### src/rtl/ssc_pkg.sv
package ssc_pkg;

    localparam int AMP_W = 9;
    localparam logic [4:0] PIN_DEFAULT_CODE = 5'b00001;

    typedef enum logic {
        SHAPE_DOWN   = 1'b0,
        SHAPE_CENTER = 1'b1
    } shape_e;

    typedef struct packed {
        logic             en;
        shape_e           shape;
        logic [AMP_W-1:0] amp;
    } prof_cfg_t;

    // Sweep depth in hundredths of a percent for each 5-bit code.
    function automatic logic [AMP_W-1:0] code_amp(input logic [4:0] code);
        logic [AMP_W-1:0] a;
        case (code[4:3])
            2'b10: begin
                case (code[2:0])
                    3'd0: a = 9'd300;
                    3'd1: a = 9'd30;
                    3'd2: a = 9'd40;
                    3'd3: a = 9'd50;
                    3'd4: a = 9'd70;
                    3'd5: a = 9'd100;
                    3'd6: a = 9'd120;
                    default: a = 9'd150;
                endcase
            end
            2'b01: begin
                case (code[2:0])
                    3'd0: a = 9'd60;
                    3'd1: a = 9'd80;
                    3'd2: a = 9'd100;
                    3'd3: a = 9'd125;
                    3'd4: a = 9'd150;
                    3'd5: a = 9'd175;
                    3'd6: a = 9'd200;
                    default: a = 9'd250;
                endcase
            end
            default: begin
                case (code[2:0])
                    3'd0: a = 9'd60;
                    3'd1: a = 9'd80;
                    3'd2: a = 9'd100;
                    3'd3: a = 9'd125;
                    3'd4: a = 9'd150;
                    3'd5: a = 9'd200;
                    3'd6: a = 9'd50;
                    default: a = 9'd100;
                endcase
            end
        endcase
        return a;
    endfunction

    function automatic prof_cfg_t decode_cfg(input logic [4:0] code, input logic en);
        prof_cfg_t c;
        c.en    = en;
        c.shape = code[3] ? SHAPE_CENTER : SHAPE_DOWN;
        c.amp   = code_amp(code);
        return c;
    endfunction

endpackage

### src/rtl/ssc_src_sel.sv
module ssc_src_sel
    import ssc_pkg::*;
(
    input  logic      sw_sel,
    input  logic      pin_spread_en,
    input  logic [4:0] reg_code,
    input  logic      reg_spread_en,
    output prof_cfg_t sel_cfg
);

    always_comb begin
        if (sw_sel)
            sel_cfg = decode_cfg(reg_code, reg_spread_en);
        else
            sel_cfg = decode_cfg(PIN_DEFAULT_CODE, pin_spread_en);
    end

endmodule

### src/rtl/ssc_step_timer.sv
module ssc_step_timer #(
    parameter int TICK = 7
) (
    input  logic clk,
    input  logic rst,
    output logic step_tick
);

    generate
        if (TICK <= 1) begin : g_every_cycle
            assign step_tick = 1'b1;
        end else begin : g_divider
            localparam int CW = $clog2(TICK);
            logic [CW-1:0] cnt;

            always_ff @(posedge clk) begin
                if (rst)
                    cnt <= '0;
                else if (cnt == CW'(TICK - 1))
                    cnt <= '0;
                else
                    cnt <= cnt + CW'(1);
            end

            assign step_tick = (cnt == CW'(TICK - 1));
        end
    endgenerate

endmodule

### src/rtl/ssc_phase_seq.sv
module ssc_phase_seq
    import ssc_pkg::*;
#(
    parameter int HALF_LOG2 = 5,
    localparam int PW = HALF_LOG2 + 1
) (
    input  logic          clk,
    input  logic          rst,
    input  logic          step_tick,
    input  prof_cfg_t     cfg_in,
    output logic [PW-1:0] phase,
    output prof_cfg_t     act_cfg
);

    // Phase spans 0..2H-1 and wraps naturally in PW bits.
    always_ff @(posedge clk) begin
        if (rst) begin
            phase   <= '0;
            act_cfg <= '0;
        end else if (step_tick) begin
            if (phase == '0) begin
                act_cfg <= cfg_in;
                phase   <= cfg_in.en ? PW'(1) : '0;
            end else begin
                phase <= phase + PW'(1);
            end
        end
    end

endmodule

### src/rtl/ssc_offset_map.sv
module ssc_offset_map
    import ssc_pkg::*;
#(
    parameter int HALF_LOG2 = 5,
    parameter int SCALE_SH  = 8,
    parameter int OW        = 18,
    localparam int PW = HALF_LOG2 + 1
) (
    input  logic                 clk,
    input  logic                 rst,
    input  logic [PW-1:0]        phase,
    input  prof_cfg_t            act_cfg,
    output logic signed [OW-1:0] offset
);

    localparam int HALF = 1 << HALF_LOG2;
    localparam int KW   = PW + 2;
    localparam int PRW  = OW + KW;
    localparam int SHD  = SCALE_SH - HALF_LOG2;

    logic [OW-1:0]         step_sz;
    logic [PW-1:0]         ph_rot;
    logic [PW:0]           ramp;
    logic signed [KW-1:0]  mult_k;
    logic signed [PRW-1:0] prod;

    always_comb begin
        step_sz = OW'(act_cfg.amp) << SHD;
        ph_rot  = (act_cfg.shape == SHAPE_CENTER) ? phase + PW'(HALF / 2) : phase;
        ramp    = (ph_rot <= PW'(HALF)) ? {1'b0, ph_rot}
                                        : (PW + 1)'(2 * HALF) - {1'b0, ph_rot};
        if (act_cfg.shape == SHAPE_CENTER)
            mult_k = KW'(HALF / 2) - KW'(ramp);
        else
            mult_k = KW'(0) - KW'(ramp);
        prod = mult_k * $signed({{KW{1'b0}}, step_sz});
    end

    always_ff @(posedge clk) begin
        if (rst)
            offset <= '0;
        else
            offset <= act_cfg.en ? OW'(prod) : '0;
    end

endmodule

### src/rtl/ssc_profile_gen.sv
module ssc_profile_gen
    import ssc_pkg::*;
#(
    parameter int REF_HZ    = 14_318_000,
    parameter int MOD_HZ    = 31_500,
    parameter int HALF_LOG2 = 5,
    parameter int SCALE_SH  = 8,
    localparam int OW = AMP_W + SCALE_SH + 1
) (
    input  logic                 clk,
    input  logic                 rst,
    input  logic                 sw_sel,
    input  logic                 pin_spread_en,
    input  logic [4:0]           reg_code,
    input  logic                 reg_spread_en,
    output logic signed [OW-1:0] offset
);

    localparam int HALF     = 1 << HALF_LOG2;
    localparam int PW       = HALF_LOG2 + 1;
    localparam int TICK     = REF_HZ / (MOD_HZ * 2 * HALF);
    localparam int MAX_STEP = 300 << (SCALE_SH - HALF_LOG2);

    prof_cfg_t     sel_cfg;
    prof_cfg_t     act_cfg;
    logic          step_tick;
    logic [PW-1:0] phase;

    ssc_src_sel u_src (
        .sw_sel        (sw_sel),
        .pin_spread_en (pin_spread_en),
        .reg_code      (reg_code),
        .reg_spread_en (reg_spread_en),
        .sel_cfg       (sel_cfg)
    );

    ssc_step_timer #(.TICK(TICK)) u_timer (
        .clk       (clk),
        .rst       (rst),
        .step_tick (step_tick)
    );

    ssc_phase_seq #(.HALF_LOG2(HALF_LOG2)) u_seq (
        .clk       (clk),
        .rst       (rst),
        .step_tick (step_tick),
        .cfg_in    (sel_cfg),
        .phase     (phase),
        .act_cfg   (act_cfg)
    );

    ssc_offset_map #(
        .HALF_LOG2 (HALF_LOG2),
        .SCALE_SH  (SCALE_SH),
        .OW        (OW)
    ) u_map (
        .clk     (clk),
        .rst     (rst),
        .phase   (phase),
        .act_cfg (act_cfg),
        .offset  (offset)
    );

endmodule

### config.mk
export PLATFORM = sky130hd
export DESIGN_NAME = ssc_profile_gen
export DESIGN_NICKNAME = d
export VERILOG_FILES = /design/src/rtl/ssc_pkg.sv /design/src/rtl/ssc_src_sel.sv /design/src/rtl/ssc_step_timer.sv /design/src/rtl/ssc_phase_seq.sv /design/src/rtl/ssc_offset_map.sv /design/src/rtl/ssc_profile_gen.sv
export SDC_FILE = /design/constraint.sdc
export NUM_CORES = 1
export LEC_CHECK = 0
export BUFFER_PORTS_ARGS = -buffer_cell sky130_fd_sc_hd__buf_2
export CAP_MARGIN = 0
export CORE_ASPECT_RATIO = 0.5
export CORE_MARGIN = 2
export CORE_UTILIZATION = 55
export CTS_CLUSTER_DIAMETER = 30
export DETAILED_ROUTE_END_ITERATION = 12
export PLACE_DENSITY = 0.73
export RECOVER_POWER = 50
export SLEW_MARGIN = 10
export SYNTH_ARGS = -nofsm -noshare
export SYNTH_HDL_FRONTEND = slang
export SYNTH_SLANG_ARGS = --single-unit
export TNS_END_PERCENT = 30
### constraint.sdc
create_clock -name clk -period 9.4 [get_ports clk]
set_clock_uncertainty 0.05 [all_clocks]
set_input_delay 1.88 -clock clk [delete_from_list [all_inputs] [get_ports clk]]
set_output_delay 1.88 -clock clk [all_outputs]
set_load 0.05 [all_outputs]
==> impl_metrics.tcl, run 1 <==
set metrics [dict create \
    outcome "completed" \
    synth-async-reset-ratio 0 \
    hpwl_mm 6.64 \
    path_max_fanout 16 \
    synth_simple_gate_area_frac 0.219 \
    slowest_stage "fa_1" \
    grt_pass1_wl_mm 14.3 \
    rrSetupSlack_ns 2.47 \
    detail-route-antenna-nets 0 \
    arrival_ns 7.09 \
    ys_ff_latch 35 \
    initial_core_util 0.573 \
    synthAdderAreaFrac 0.328 \
    globalRouteOverflowTotal 0 \
    p_leak_nw 1.98 \
    place.gp.congestion 0.930 \
    fill_cells 678 \
    period_share 0.737 \
    end_kind "register" \
    worst_slew_pin_slew_ns 0.757 \
    synth_top_family_by_area "adder cells" \
    startpoint_type "register" \
    crit_family "adder cells" \
    slew_headroom 0.494 \
    setup_violations 0 \
    seq_area_sq_um 701 \
    synth-main-ff-cell "dfxtp_1" \
    finalSetupTns_ns 0 \
    path_buf_inv 5 \
    fin_nets 595 \
    antenna_found_initial 0 \
    p_int_mw 0.269 \
    drt_iter0_markers 128 \
    muxShareOfSynthArea 0.0151 \
    grt_pass1_vias 3068 \
    p_sw_mw 0.0906 \
    die_x_um 128 \
    drc_errors 0 \
    cts_tree "built" \
    path_clk_slew_ns 0.06 \
    finalHoldViolations 0 \
    chipHeight_um 66.0 \
    first_pass_iters 4 \
    fin_cells 597 \
    synth_xor_area_frac 0.0527 \
    power_frac_comb 0.104 \
    pwr-share-clk 0.475 \
    slew_violations 0 \
    power.density_mw_per_mm2 79.8 \
    whs_ns 0.406 \
    min-delay-path-class "register to register" \
    placed_cell_area_sq_mm 0.00438 \
    drv_cap 0 \
    vias_per_cell 5.27 \
    cts-root-buf "clkbuf_16" \
    numPortBuffers 24 \
    area.growth.synth_to_final_pct 6.66 \
    cts_setup_buffers 0 \
    h-tree-depth 2 \
    synth.distinct_cells 63 \
    clock_path_buffers 2 \
    grt_max_degree 17 \
    synth-compound-area-share 0.125 \
    synth_edf_count 0 \
    synthesis.area_sq_mm 0.00422 \
    numCtsBuffers 5 \
    drt-total-wl_mm 8.33 \
    syn_avg_cell_area_sq_um 8.75 \
    peakVddDrop_uv 66.7 \
    p_sw_frac 0.252 \
    rsz0062_at_grt "false" \
    core_area_sq_mm 0.00738 \
    wire_per_inst_um 13.9 \
    drive_above_1_share 0.0719 \
    max_stage_delay_ns 0.53 \
    p_seq_frac 0.421 \
    pin_count 28 \
    postCtsHoldBufs 0 \
    crit_type "register to register" \
    multiInputGateArea_sq_mm 0.00313 \
    die_area_sq_mm 0.00844 \
    n_antenna_cell 0 \
    globalRouteTotalUtil 0.218 \
    cts_sinks 35 \
    cts_resized 0 \
    dp_cells 589 \
    finalCriticalPeriod_ns 6.93 \
    worstPathRequired_ns 9.56 \
    max_freq_ghz 0.144 \
    num_rows 22 \
    stdcell_area_sq_mm 0.00451 \
    ys.warnings.count 0 \
    ys_seq_area_frac 0.166 \
    clk_latency_ns 0.29 \
    num_vias 3148 \
    synth_cells 483 \
    path_common_cell "inv_1" \
]
-- synthesized netlist by cell type (8+ instances only) --
library cell / count / area, sq um
ha_1: 42 / 526
dfxtp_1: 35 / 701
fa_1: 43 / 861
and2_1: 27 / 169
nand2_1: 21 / 78.8
a21oi_1: 22 / 110
o21ai_0: 14 / 70.1
nand2b_1: 13 / 81.3
nor3_1: 8 / 40.0
nor2b_1: 23 / 144
xnor2_1: 11 / 96.3
inv_1: 79 / 297
clkbuf_1: 9 / 33.8
nor2_1: 43 / 161
-- metrics by stage --
stage          setup WS [ns]  total power, mW  utilization
3_5_place_dp            2.68            0.192        0.594
2_1_floorplan           3.22            0.184            -
4_1_cts                 2.64            0.365        0.615
6_report                2.47            0.359        0.611
5_1_grt                 1.99            0.376        0.611
3_3_place_gp            2.99            0.191        0.594
-- cell type report --
| class | count | area share |
|---|---|---|
| clock buffer | 6 | 0.0308 |
| tap | 96 | 0.0267 |
| timing repair buffer | 24 | 0.0225 |
| inverter | 80 | 0.0666 |
| clock inverter | 2 | 0.00361 |
| sequential | 35 | 0.156 |
| multi-input combinational | 354 | 0.694 |
-- state kept, by name, indices dropped and copies added, names as in the netlist --
register               count
u_seq.phase                6
u_timer.g_divider.cnt      3
u_seq.act_cfg             11
u_map.offset              15
-- per-layer routing --
metal / GRT usage / up-vias / wire (um)
met2: 0.352 / 72 / 3490
li1: - / 1583 / -
met4: 0.0632 / 0 / 116
met3: 0.0421 / 9 / 559
met5: 0 / - / 0
met1: 0.300 / 1484 / 4160
-- power groups by stage --
stage               registers [mW]  clock network (mW)  logic [mW]
floorplan                    0.154                   0      0.0303
global placement             0.154                   0      0.0369
detailed placement           0.155                   0      0.0373
CTS                          0.151               0.176      0.0375
global route                 0.152               0.182      0.0422
finish                       0.151               0.171      0.0375
-- cell families after synthesis --
kind of cell | after synthesis
multiplexers | 6
flip-flops | 35
AND/OR/NAND/NOR | 164
buffers and inverters | 96
XOR/XNOR | 22
AO/OA/AOI/OAI | 74
adder cells (fa/ha/maj) | 85
other | 1
-- path summary, 6_finish.rpt --
check	from	endpoint	cells past startpoint
max reg2reg	u_seq.phase[0]$_SDFFE_PP0P_	u_map.offset[17]$_SDFF_PP0_	26
min	u_timer.g_divider.cnt[0]$_SDFF_PP0_	u_timer.g_divider.cnt[0]$_SDFF_PP0_	1
min reg2reg	u_timer.g_divider.cnt[0]$_SDFF_PP0_	u_timer.g_divider.cnt[0]$_SDFF_PP0_	1
max	u_seq.phase[0]$_SDFFE_PP0P_	u_map.offset[17]$_SDFF_PP0_	26
-- cells in the final DEF, fill, tap and decap left out, types with 4 or more instances in the layout --
master	synthesis	layout
and2_1	27	27
fa_1	43	43
ha_1	42	42
nor2b_1	23	23
a32o_1	4	4
nor3_1	8	8
nand2b_1	13	13
xor2_1	7	7
nor2_1	43	43
mux2i_1	5	5
and2b_1	5	5
buf_2	1	9
dfxtp_1	35	35
o21ai_0	14	14
nand3_1	4	4
nand2_1	21	21
clkbuf_16	0	5
inv_1	79	79
clkbuf_1	9	15
a21oi_1	22	22
xnor2_1	11	11
(Power assumes the default switching activity.)
==> run 2: changes to the inputs <==
- ABC_AREA: unset -> 1
- PLACE_DENSITY: 0.73 -> 0.74
- clock period: 9.4 -> 6.69 ns (I/O delays scaled with it)
==> impl_metrics.tcl, run 2 <==
set metrics [dict create \
    chipHeight_um 64.9 \
    slew_headroom 0.523 \
    p_int_mw 0.374 \
    worstPathRequired_ns 6.87 \
    peakVddDrop_uv 118 \
    design_power_total_mw 0.505 \
    crit_type "register to register" \
    reg_top3 "u_map.offset x15, u_seq.act_cfg x11, u_seq.phase x6" \
    cts_tree "built" \
    yosysTopAreaCell "fa_1" \
    globalRouteOverflowTotal 0 \
    die_x_um 126 \
    rr_endpoint "u_map.offset[17]$_SDFF_PP0_" \
    max_freq_ghz 0.164 \
    worst_slew_pin_slew_ns 0.712 \
    grt_max_degree 14 \
    drc_errors 0 \
    detail-route-antenna-nets 0 \
    r2r.worst_path.cells 33 \
    clk_latency_ns 0.29 \
    p_leak_nw 2.12 \
    power.density_mw_per_mm2 114 \
    finalHoldViolations 0 \
    first_pass_iters 5 \
    synth.most_common_cell "inv_1" \
    finalSetupTns_ns 0 \
    pwr-share-clk 0.486 \
    numCtsBuffers 5 \
    outcome "completed" \
    h-tree-depth 2 \
    cts-root-buf "clkbuf_16" \
    pin_count 28 \
    path_common_cell "inv_1" \
    grt_pass1_wl_mm 15.0 \
    p_sw_frac 0.260 \
    ys.warnings.count 0 \
    synth_top_area_frac 0.211 \
    p_sw_mw 0.131 \
    worstHoldEndpoint "u_timer.g_divider.cnt[0]$_SDFF_PP0_" \
    synth.distinct_cells 39 \
    num_vias 3484 \
    final_cell_mix "inv_1 (136), nand2_1 (81), nor2_1 (78)" \
    synth_top_family_by_area "adder cells" \
    synth_edf_count 0 \
    drv_cap 0 \
    path_max_fanout 8 \
    synth-async-reset-ratio 0 \
    place.gp.congestion 0.961 \
    drive_above_1_share 0.0709 \
    drt-total-wl_mm 8.68 \
    synth-main-ff-cell "dfxtp_1" \
    antenna_found_initial 0 \
    wire_per_inst_um 12.6 \
    synth_simple_gate_area_frac 0.235 \
    globalRouteTotalUtil 0.233 \
    regMostFlops "u_map.offset" \
    path_buf_inv 9 \
    ys_seq_area_frac 0.172 \
    fill_cells 703 \
    cts_setup_buffers 0 \
    synth_area_leaders "fa_1 (21%), dfxtp_1 (17%), ha_1 (13%), inv_1 (12%), nand2_1 (7.4%)" \
    finalCriticalPeriod_ns 6.08 \
    ys_ff_latch 35 \
    vias_per_cell 5.06 \
    synth-compound-area-share 0.0989 \
    arrival_ns 6.26 \
    min-delay-path-class "register to register" \
    synth_cells 565 \
    r2r_start "u_seq.phase[4]$_SDFFE_PP0P_" \
    rsz0062_at_grt "false" \
    hpwl_mm 7.03 \
    end_kind "register" \
    drt_iter0_markers 175 \
    muxShareOfSynthArea 0 \
    slew_violations 0 \
    synth_xor_area_frac 0.0129 \
    min_path_cells 1 \
    area.growth.synth_to_final_pct 8.45 \
    setup_violations 0 \
    syn_avg_cell_area_sq_um 7.23 \
    p_seq_frac 0.419 \
    num_rows 22 \
    n_antenna_cell 0 \
    fin_nets 686 \
    slowest_stage "fa_1" \
    period_share 0.909 \
    crit_family "adder cells" \
    startpoint_type "register" \
    initial_core_util 0.562 \
    core_area_sq_mm 0.00727 \
    path_clk_slew_ns 0.06 \
    rrSetupSlack_ns 0.61 \
    die_area_sq_mm 0.00817 \
    synthesis.area_sq_mm 0.00409 \
    largest_reg_flops 15 \
    mostFrequentLayoutCell "inv_1" \
    clock_path_buffers 2 \
    numPortBuffers 24 \
    grt_pass1_vias 3263 \
    synth_common_cells "inv_1 (136), nand2_1 (81), nor2_1 (78), fa_1 (43), ha_1 (42)" \
    synthAdderAreaFrac 0.339 \
    power_frac_comb 0.095 \
    min-delay-start "u_timer.g_divider.cnt[0]$_SDFF_PP0_" \
    max_stage_delay_ns 0.53 \
    cts_sinks 35 \
]
run 2: worst register-to-register path, delay by kind of cell, from the launching register on:
kind,cells,cell delay [ns]
AOI/OAI and AO/OA,1,0.14
DFF,1,0.38
adders and majority gates,7,3.03
xor gates and xnor gates,2,0.26
and+or+nand+nor,14,1.55
buffers and inverters,9,0.58
run 2: cell families after synthesis:
kind of cell / Yosys count
AOI/OAI and AO/OA: 70
xor gates and xnor gates: 6
adders and majority gates: 85
buffers and inverters: 149
DFF: 35
other: 1
and+or+nand+nor: 219
run 2: worst max path at each step:
stage,startpoint,end,cells past startpoint
5_1_grt,u_seq.phase[4]$_SDFFE_PP0P_,u_map.offset[17]$_SDFF_PP0_,33
3_5_place_dp,u_seq.phase[0]$_SDFFE_PP0P_,u_map.offset[17]$_SDFF_PP0_,30
6_report,u_seq.phase[4]$_SDFFE_PP0P_,u_map.offset[17]$_SDFF_PP0_,33
3_3_place_gp,u_seq.phase[0]$_SDFFE_PP0P_,u_map.offset[17]$_SDFF_PP0_,32
4_1_cts,u_seq.phase[0]$_SDFFE_PP0P_,u_map.offset[17]$_SDFF_PP0_,30
2_1_floorplan,u_seq.phase[4]$_SDFFE_PP0P_,u_map.offset[17]$_SDFF_PP0_,32
run 2: repair_timing:
item | CTS | global route
endpoints found under the setup margin | 0 | 3
gates resized for setup | 0 | 2
hold buffers | 0 | 0
run 2: power by group through the flow:
stage / Combinational (mW) / Sequential, mW / Clock (mW)
final: 0.0479 / 0.212 / 0.245
after CTS: 0.0474 / 0.212 / 0.253
after floorplan: 0.0367 / 0.216 / 0
after global routing: 0.0547 / 0.212 / 0.262
after detailed placement: 0.0472 / 0.217 / 0
after global placement: 0.0472 / 0.217 / 0
run 2: layout make-up:
class	count	area, sq um	share of cell area
clock buffer	6	139	0.0313
inverter	141	529	0.119
clock inverter	2	16.3	0.00367
sequential	35	704	0.159
tap	96	120	0.0271
timing repair buffer	25	108	0.0243
multi-input combinational	383	2810	0.635
run 2: per-stage QoR:
step                      setup slack [ns]   util  std cells  hold WS [ns]  cell area, sq um
after floorplan                       1.09      -        567         0.367              4090
after global placement               0.635  0.591        680         0.382              4290
after detailed placement             0.468  0.591        680         0.394              4290
after CTS                            0.392  0.612        688         0.407              4450
after global routing                0.0247  0.610        688         0.428              4430
final                                0.611  0.610        688         0.397              4430
run 2: routing by layer:
| layer | part of all wire | routed length, um | vias to the layer above | global-route usage |
|---|---|---|---|---|
| li1 | - | - | 1789 | - |
| met1 | 0.49 | 4260 | 1567 | 0.317 |
| met2 | 0.42 | 3670 | 122 | 0.373 |
| met3 | 0.075 | 650 | 6 | 0.0545 |
| met4 | 0.012 | 104 | 0 | 0.0701 |
| met5 | 0 | 0 | - | 0 |
